===== config.mk =====
export PLATFORM = sky130hd
export DESIGN_NAME = booth_seq_mul
export DESIGN_NICKNAME = d
export VERILOG_FILES = /design/src/rtl/booth_seq_mul.sv
export SDC_FILE = /design/constraint.sdc
export NUM_CORES = 1
export LEC_CHECK = 0
export BUFFER_PORTS_ARGS = -buffer_cell sky130_fd_sc_hd__buf_2
export CORE_ASPECT_RATIO = 1.4
export CORE_UTILIZATION = 40
export CTS_CLUSTER_SIZE = 14
export DETAILED_ROUTE_END_ITERATION = 8
export GPL_TIMING_DRIVEN = 0
export PLACE_DENSITY = 0.61
export SLEW_MARGIN = 20
export SYNTH_ARGS = -nofsm -noshare
export SYNTH_HDL_FRONTEND = slang
export SYNTH_SLANG_ARGS = --single-unit

===== constraint.sdc =====
create_clock -name clk -period 2.8 [get_ports clk]
set_input_delay 0.56 -clock clk [delete_from_list [all_inputs] [get_ports clk]]
set_output_delay 0.56 -clock clk [all_outputs]
set_load 0.01 [all_outputs]

===== src/rtl/booth_seq_mul.sv =====
module booth_seq_mul #(
  parameter int MCAND_W  = 8,
  parameter int MPLIER_W = 8
) (
  input  logic                        clk,
  input  logic                        rst_n,
  input  logic                        start,
  input  logic [MCAND_W-1:0]          mcand,
  input  logic [MPLIER_W-1:0]         mplier,
  output logic                        busy,
  output logic                        done,
  output logic [MCAND_W+MPLIER_W-1:0] product
);
  localparam int HI_W  = MCAND_W + 1;
  localparam int CNT_W = $clog2(MPLIER_W + 1);

  logic [HI_W-1:0]     hi_q;
  logic [MPLIER_W-1:0] lo_q;
  logic                tail_q;
  logic [MCAND_W-1:0]  md_q;
  logic [CNT_W-1:0]    cnt_q;
  logic [HI_W-1:0]     hi_sum;

  wire             accept = start && !busy;
  wire             last   = (cnt_q == CNT_W'(MPLIER_W - 1));
  wire [HI_W-1:0]  md_ext = {md_q[MCAND_W-1], md_q};

  always_comb begin
    case ({lo_q[0], tail_q})
      2'b10:   hi_sum = hi_q - md_ext;
      2'b01:   hi_sum = hi_q + md_ext;
      default: hi_sum = hi_q;
    endcase
  end

  always_ff @(posedge clk or negedge rst_n) begin
    if (!rst_n) begin
      hi_q   <= '0;
      lo_q   <= '0;
      tail_q <= 1'b0;
      md_q   <= '0;
      cnt_q  <= '0;
      busy   <= 1'b0;
      done   <= 1'b0;
    end else begin
      done <= 1'b0;
      if (accept) begin
        hi_q   <= '0;
        lo_q   <= mplier;
        tail_q <= 1'b0;
        md_q   <= mcand;
        cnt_q  <= '0;
        busy   <= 1'b1;
      end else if (busy) begin
        hi_q   <= {hi_sum[HI_W-1], hi_sum[HI_W-1:1]};
        lo_q   <= {hi_sum[0], lo_q[MPLIER_W-1:1]};
        tail_q <= lo_q[0];
        cnt_q  <= cnt_q + 1'b1;
        if (last) begin
          busy <= 1'b0;
          done <= 1'b1;
        end
      end
    end
  end

  assign product = {hi_q[MCAND_W-1:0], lo_q};


  start_accept_chk: assert property (@(posedge clk) disable iff (!rst_n)
    (start && !busy) |=> busy);


  busy_done_excl_chk: assert property (@(posedge clk) disable iff (!rst_n)
    !(busy && done));


  done_pulse_chk: assert property (@(posedge clk) disable iff (!rst_n)
    done |=> !done);


  done_after_busy_chk: assert property (@(posedge clk) disable iff (!rst_n)
    busy |=> (busy || done));


  busy_restart_chk: assert property (@(posedge clk) disable iff (!rst_n)
    (busy && start && !last) |=> (busy && cnt_q == $past(cnt_q) + 1'b1));


  product_hold_chk: assert property (@(posedge clk) disable iff (!rst_n)
    (!busy && !start) |=> $stable(product));
endmodule


## Word level (Yosys, flattened, before mapping)

Cells that the tools add are included.

| word-level totals | value |
|---|---|
| flip-flop bits (word level) | 32 |
| input bits | 19 |
| output and inout bits | 18 |
| word-level logic and storage cells | 31 |

| cells by class | value |
|---|---|
| $add $sub $neg | 3 |
| equal/unequal tests | 3 |
| multiplexer cells | 15 |
| reduce and logical (&&, ||, !) cells | 3 |

Operator list:

| operator | count |
|---|---|
| 2-to-1 mux 9 bit | 2 |
| one-hot mux 9 bit (2 select lines) | 1 |
| 2-to-1 mux 8 bit | 2 |
| adder 9 bit | 1 |
| subtractor 9 bit | 1 |
| 2-to-1 mux 1 bit | 8 |
| 2-to-1 mux 4 bit | 2 |
| adder 4 x 1 -> 4 bit (second input constant) | 1 |
| equality test 4 x 3 -> 1 bit (second input constant) | 1 |
| equality test 2 x 1 -> 1 bit (second input constant) | 1 |
| equality test 2 bit (second input constant) | 1 |
| nonzero test 2 bit | 1 |
| logical AND 1 bit | 1 |
| logical NOT 1 bit | 1 |

## Depth between registers and ports, before layout

Gate-level depths: netlist of the first run.

| logic depth | value |
|---|---|
| depth after elaboration | 4 |
| mapped depth | 11 |
| mapped depth without buffers | 10 |

## Worst setup path after synthesis of the first run

No wires, ideal clock.

| timing path | value |
|---|---|
| path type | reg-to-reg |
| start | register lo_q[0] |
| end | register hi_q[7] |
| setup time | 131 ps |
| arrival | 2,690 ps |
| required time | 2,669 ps |
| slack | -22 ps |
| cell stages (with the launch flop) | 11 |
| path through | dfrtp_1 inv_1 ha_1 clkbuf_1 mux2_2 fa_1 a211oi_2 o211ai_1 and4b_1 a2111oi_2 nand2_1 |

| on the way | value |
|---|---|
| longest elaborated chain between the ends | 4 |

Ends and longest elaborated chain:

| element | RTL line | RTL |
|---|---|---|
| start: declaration | 18 | `logic [MPLIER_W-1:0] lo_q;` |
| start signal: assignment | 49 | `lo_q <= mplier;` |
| start signal: assignment | 56 | `lo_q <= {hi_sum[0], lo_q[MPLIER_W-1:1]};` |
| equality test 2 x 1 -> 1 bit / equality test 2 bit (equally long branches) | 29 | `case ({lo_q[0], tail_q})` |
| one-hot mux 9 bit (2 select lines) (*) | 29 |  |
| 2-to-1 mux 9 bit (*) | 54 | `end else if (busy) begin` |
| 2-to-1 mux 9 bit (*) | 47 | `if (accept) begin` |
| end signal: assignment | 55 | `hi_q <= {hi_sum[HI_W-1], hi_sum[HI_W-1:1]};` |
| end: declaration | 17 | `logic [HI_W-1:0] hi_q;` |

Every way passes the cells marked *; elsewhere a longest branch is shown, timed or not. The select of a mux whose other input is x is not followed.
A chain may end at the register's enable or synchronous reset.

## Worst setup path in the final report of the first run

| timing path | value |
|---|---|
| start | register lo_q[0] |
| end | register hi_q[4] |

The elaborated chain is that of the path after synthesis.

==> run summary, run 1 <==
status - completed
CTS tree - built
met3 GRT Util - 4.96%
total core area - 0.00454 mm^2
final hold viol count - 0
Worst-Margin Slew - 0.729 ns
post-synth top area share - 40.8%
unrepaired setup endpoints after global routing - false
max_slew headroom - 51.4%
worst min-delay path category - in -> async
Data arrival, critical path - 2.90 ns
crit path time final - 2.67 ns
clock slew at reported path FFs - 0.07 ns
Crit path max-delay family - simple AND/OR/NAND/NOR gates
Nets - 274
CP startpoint kind - flip-flop
later-pin clock latency in the skew report - 0.29 ns
Req. time, crit path - 3.02 ns
vias per cell - 5.31
Mapped Nets - 226
Async SR Flop Fraction - 100%
slowest cell delay on critical path - 0.47 ns
GRT Overall Usage - 18.7%
CP cell instances - inv_1, ha_2, buf_6, mux2_4, ha_1, a21o_1, a211oi_1, nor2_1, or4_1, nand3_1
height of the die - 83.6 um
wire per inst - 13.8 um
M2 GR Usage - 29.3%
most common cell in the netlist - dfrtp_1
final instance area - 0.00232 mm^2
Synth Warn # - 0
Worst setup EP type - flip-flop
Worst R2R Setup Slack - 0.13 ns
count of pins over their slew limit - 0
H-tree depth - 2
Final Wtd Congestion - 0.835
Die Wd - 60.3 um
Iter 0 DRT Violations - 29
antenna diode count - 0
Commonest cells post-synth - 31 x dfrtp_1, 22 x nand2_1, 14 x nor2_1, 14 x o21ai_0, 13 x a21oi_1
Reg area - 776 um^2
Seq cells post-synth - 31
Peak Freq - 0.374 GHz
top post-synthesis cells by area - dfrtp_1 41%, ha_1 7.2%, mux2i_1 5.8%
Initial Utilization - 41.9%
critical path class - reg -> reg
Syn Std Cell Area - 0.00190 mm^2
Clock Skews - 0.00685 ns
DR DRC count - 0
layout cell share with drive strength beyond 1 - 27.5%
clk sink count - 31
Tcrit/Tclk final - 95.4%
clk buf depth - 2
ys flop type - dfrtp_1
Yosys cell types - 40
via count - 1,624
Seq/Total Area, Yosys - 40.8%
CTS Root Cell - clkbuf_8
vias in the first global route - 1,554
Slowest cell on crit path - or4_1
reg2reg end - hi_q[4]
critical path buffer and inverter count - 2
Num CTS Buffers - 5
endpoints failing setup - 0
area grow syn2layout - 21.8%
Fill cells - 451
largest net degree at the start of global routing - 32
Placed Area - 0.00216 mm^2
Post-Synthesis Cells - 195
HPWL after DPL - 3.00 mm
Post-DRT Antenna Nets - 0
initial antenna violation count - 0
area of the multi-input gates - 0.00110 mm^2
R2R depth - 10
TritonRoute pass-1 iters - 4
max cap viols - 0
EDFF count, synth - 0
# hold bufs at CTS - 0
crit path max fanout - 8
gr busiest metal - met2
Die Area - 0.00504 mm^2
Yosys top cell by area - dfrtp_1
IO buf count - 36
Avg Synthesized Cell Area - 9.75 um^2
site row count - 29
met1 Use GR - 23.6%
R2R Path Start - lo_q[0]
Top-Level Pins - 37
grt total ovfl - 0
Post-Route WL - 4.22 mm
first-pass GRT wire length - 7.05 mm
==> cell type report <==
class	count	share of cell area, %
Timing Repair Buffer	41	9.40
Clock inverter	2	0.540
Clock buffer	6	3.13
Buffer	10	1.94
Tap cell	62	3.35
Sequential cell	31	33.5
Multi-Input combinational cell	149	47.3
Inverter	5	0.810
==> flip-flops by register name, summed over array words and instances, names as in the netlist <==
name    cells
hi_q        8
cnt_q       4
busy        1
done        1
md_q        8
tail_q      1
lo_q        8
==> worst max-delay path by stage <==
stage,depth (start not counted),start,to,slack [ns]
after floorplan,10,lo_q[0],hi_q[7],0.08
final,10,lo_q[0],hi_q[4],0.13
after CTS,10,lo_q[0],hi_q[7],0.01
after global placement,10,lo_q[0],hi_q[7],-0.17
after detailed placement,10,lo_q[0],hi_q[7],-0.19
after global routing,10,lo_q[0],hi_q[7],0.006
==> routing by layer <==
layer  routed length [um]  vias to the layer above
met5                    0                        -
met4                  108                        0
met3                  146                       10
met1                 1930                      769
li1                     -                      802
met2                 2040                       43
==> logic make-up after synthesis <==
family                   after synthesis  synth area share, %
AND/OR/NAND/NOR                       56                 15.0
AO/OA/AOI/OAI                         51                 17.4
flip-flops                            31                 40.8
multiplexers                          19                 10.5
buffers and inverters                 15                 2.96
adder cells (fa/ha/maj)               12                 8.29
XOR/XNOR                              11                 5.07
==> cells in the final DEF (no fill, tap or decap), drive strengths merged, types with 3 or more instances in the layout <==
cell,Yosys,layout
buf,1,43
dfrtp,31,31
nand2,22,22
o21ai,15,15
nor2,14,14
clkbuf,9,14
a21oi,13,13
mux2i,11,11
ha,11,11
mux2,8,8
xor2,6,6
inv,5,5
xnor2,5,5
a22o,5,5
nor3b,4,4
a211oi,4,4
a31oi,3,3
a21o,3,3
==> per-stage QoR <==
| stage | util, % | TNS (ns) | std cells | hold WS, ns | setup WS [ns] |
|---|---|---|---|---|---|
| 2_1_floorplan | - | 0 | 195 | 0.264 | 0.0754 |
| 3_3_place_gp | 47.6 | -0.174 | 293 | 0.486 | -0.174 |
| 3_5_place_dp | 47.6 | -0.191 | 293 | 0.493 | -0.191 |
| 4_1_cts | 50.0 | 0 | 303 | 0.359 | 0.00951 |
| 5_1_grt | 51.1 | 0 | 306 | 0.384 | 0.00591 |
| 6_report | 51.1 | 0 | 306 | 0.328 | 0.128 |
==> worst reg2reg max path: stages (launching register included) <==
cell      delay, ns
dfrtp_1        0.41
inv_1          0.07
ha_2           0.18
buf_6          0.13
mux2_4         0.33
ha_1           0.28
a21o_1         0.18
a211oi_1       0.36
nor2_1         0.09
or4_1          0.47
nand3_1        0.10
==> repair_timing <==
action | CTS | global route
endpoints found under the setup margin | 1 | 4
buffers inserted | 2 | 4
gates resized for setup | 2 | 8
pin swaps | 3 | 6
Power of run 1 is left out: the tool's default activity adds up to more than one toggle a clock period on the data nets, which glitch-free logic cannot reach.
==> run 2, diff against run 1 <==
GPL_TIMING_DRIVEN = not set   (was 0)
==> run 2 against run 1 <==
Net effect:
- critical endpoint is now hi_q[7]
- wire length down 6.1%
- clock-buffer cell count unchanged
- highest routed layer unchanged
- utilization is 0.47 points lower
==> run summary, run 2 (synthesis gave the netlist of run 1 again) <==
status - completed
clk buf depth - 2
H-tree depth - 2
total core area - 0.00454 mm^2
first-pass GRT wire length - 6.91 mm
area grow syn2layout - 20.7%
Worst setup EP type - flip-flop
CTS Root Cell - clkbuf_8
Tcrit/Tclk final - 94.9%
Data arrival, critical path - 2.82 ns
unrepaired setup endpoints after global routing - false
critical path class - reg -> reg
Post-Route WL - 3.97 mm
crit path max fanout - 4
Fill cells - 443
Die Wd - 60.3 um
vias in the first global route - 1,530
antenna diode count - 0
Slowest cell on crit path - dfrtp_1
worst hold slack - 0.317 ns
Die Area - 0.00504 mm^2
most common cell after layout, fill and taps aside - buf_2
initial antenna violation count - 0
slowest cell delay on critical path - 0.40 ns
Peak Freq - 0.376 GHz
largest registers - hi_q (8), lo_q (8), md_q (8)
largest net degree at the start of global routing - 32
utilization after layout - 50.6%
final setup TNS - 0 ns
clock slew at reported path FFs - 0.07 ns
later-pin clock latency in the skew report - 0.29 ns
CTS tree - built
GRT Overall Usage - 18.0%
Post-DRT Antenna Nets - 0
Iter 0 DRT Violations - 43
IO buf count - 36
endpoints failing setup - 0
# hold bufs at CTS - 0
count of pins over their slew limit - 0
wire per inst - 13.3 um
Top-Level Pins - 37
site row count - 29
Final Wtd Congestion - 0.777
CP startpoint kind - flip-flop
DR DRC count - 0
max cap viols - 0
vias per cell - 5.24
height of the die - 83.6 um
max_slew headroom - 51.7%
Nets - 266
clk sink count - 31
layout cell share with drive strength beyond 1 - 28.0%
CP cell instances - inv_1, ha_1, mux2_2, fa_2, a211oi_2, o211ai_1, and4b_1, a2111oi_2, nand2_1
grt total ovfl - 0
worst min-delay path category - in -> async
Num CTS Buffers - 5
most frequent cells in the layout - 36 x buf_2, 31 x dfrtp_1, 22 x nand2_1
Clock Skews - 0.00440 ns
via count - 1,562
TritonRoute pass-1 iters - 4
Initial Utilization - 41.9%
Worst-Margin Slew - 0.722 ns
crit path time final - 2.66 ns
HPWL after DPL - 2.90 mm
final hold viol count - 0
Req. time, crit path - 2.96 ns
-- run 2: cell types whose count changed in the layout (fill, tap and decap cells not counted), moves of 2 or more --
cell	before	now
clkbuf_1	9	0
ha_2	2	0
buf_4	5	7
ha_1	9	11
-- run 2: timing repair --
item,in CTS,in global routing
gates resized for setup,0,2
setup endpoints to repair,0,1
buffers inserted,0,1
-- run 2: routing by layer --
layer  GRT usage, %  vias up  share of wire, %
met5              0        -                 0
met4           7.61        0               2.0
met3           3.26        7               3.0
met2           29.4       29                50
met1           22.4      745                45
li1               -      781                 -
-- run 2: critical path, delay by kind of cell (launching register included) --
kind                     cells  cell delay (ns)
AO/OA/AOI/OAI                3             0.79
adder cells (fa/ha/maj)      2             0.70
buffers and inverters        1             0.08
flip-flops                   1             0.40
multiplexers                 1             0.30
AND/OR/NAND/NOR              2             0.28
-- run 2: metrics by stage --
stage,area [um^2],cells,setup slack [ns]
final,2290,298,0.142
after global routing,2290,298,0.0129
after CTS,2280,297,0.0641
after detailed placement,2170,289,0.0896
after global placement,2170,289,0.101
after floorplan,1900,195,0.0754
-- run 2: layout make-up --
| cell class | count | area (um^2) | share of cell area (%) |
|---|---|---|---|
| multi-input combinational | 149 | 1070 | 46.7 |
| sequential | 31 | 776 | 33.8 |
| timing repair buffer | 43 | 233 | 10.1 |
| clock buffer | 6 | 82.6 | 3.60 |
| tap | 62 | 77.6 | 3.38 |
| clock inverter | 2 | 35.0 | 1.53 |
| inverter | 5 | 18.8 | 0.818 |
-- run 2: worst paths after layout --
path	startpoint	endpoint	slack, ns	cells past startpoint
max	md_q[1]	hi_q[7]	0.14	9
min	rst_n	md_q[7]	0.32	1
max reg2reg	md_q[1]	hi_q[7]	0.14	9
min reg2reg	lo_q[3]	lo_q[2]	0.51	2
max in group asynchronous	rst_n	cnt_q[1]	2.04	1
min in group clk	mcand[0]	md_q[0]	0.48	3
Power of run 2 is left out for the same reason.
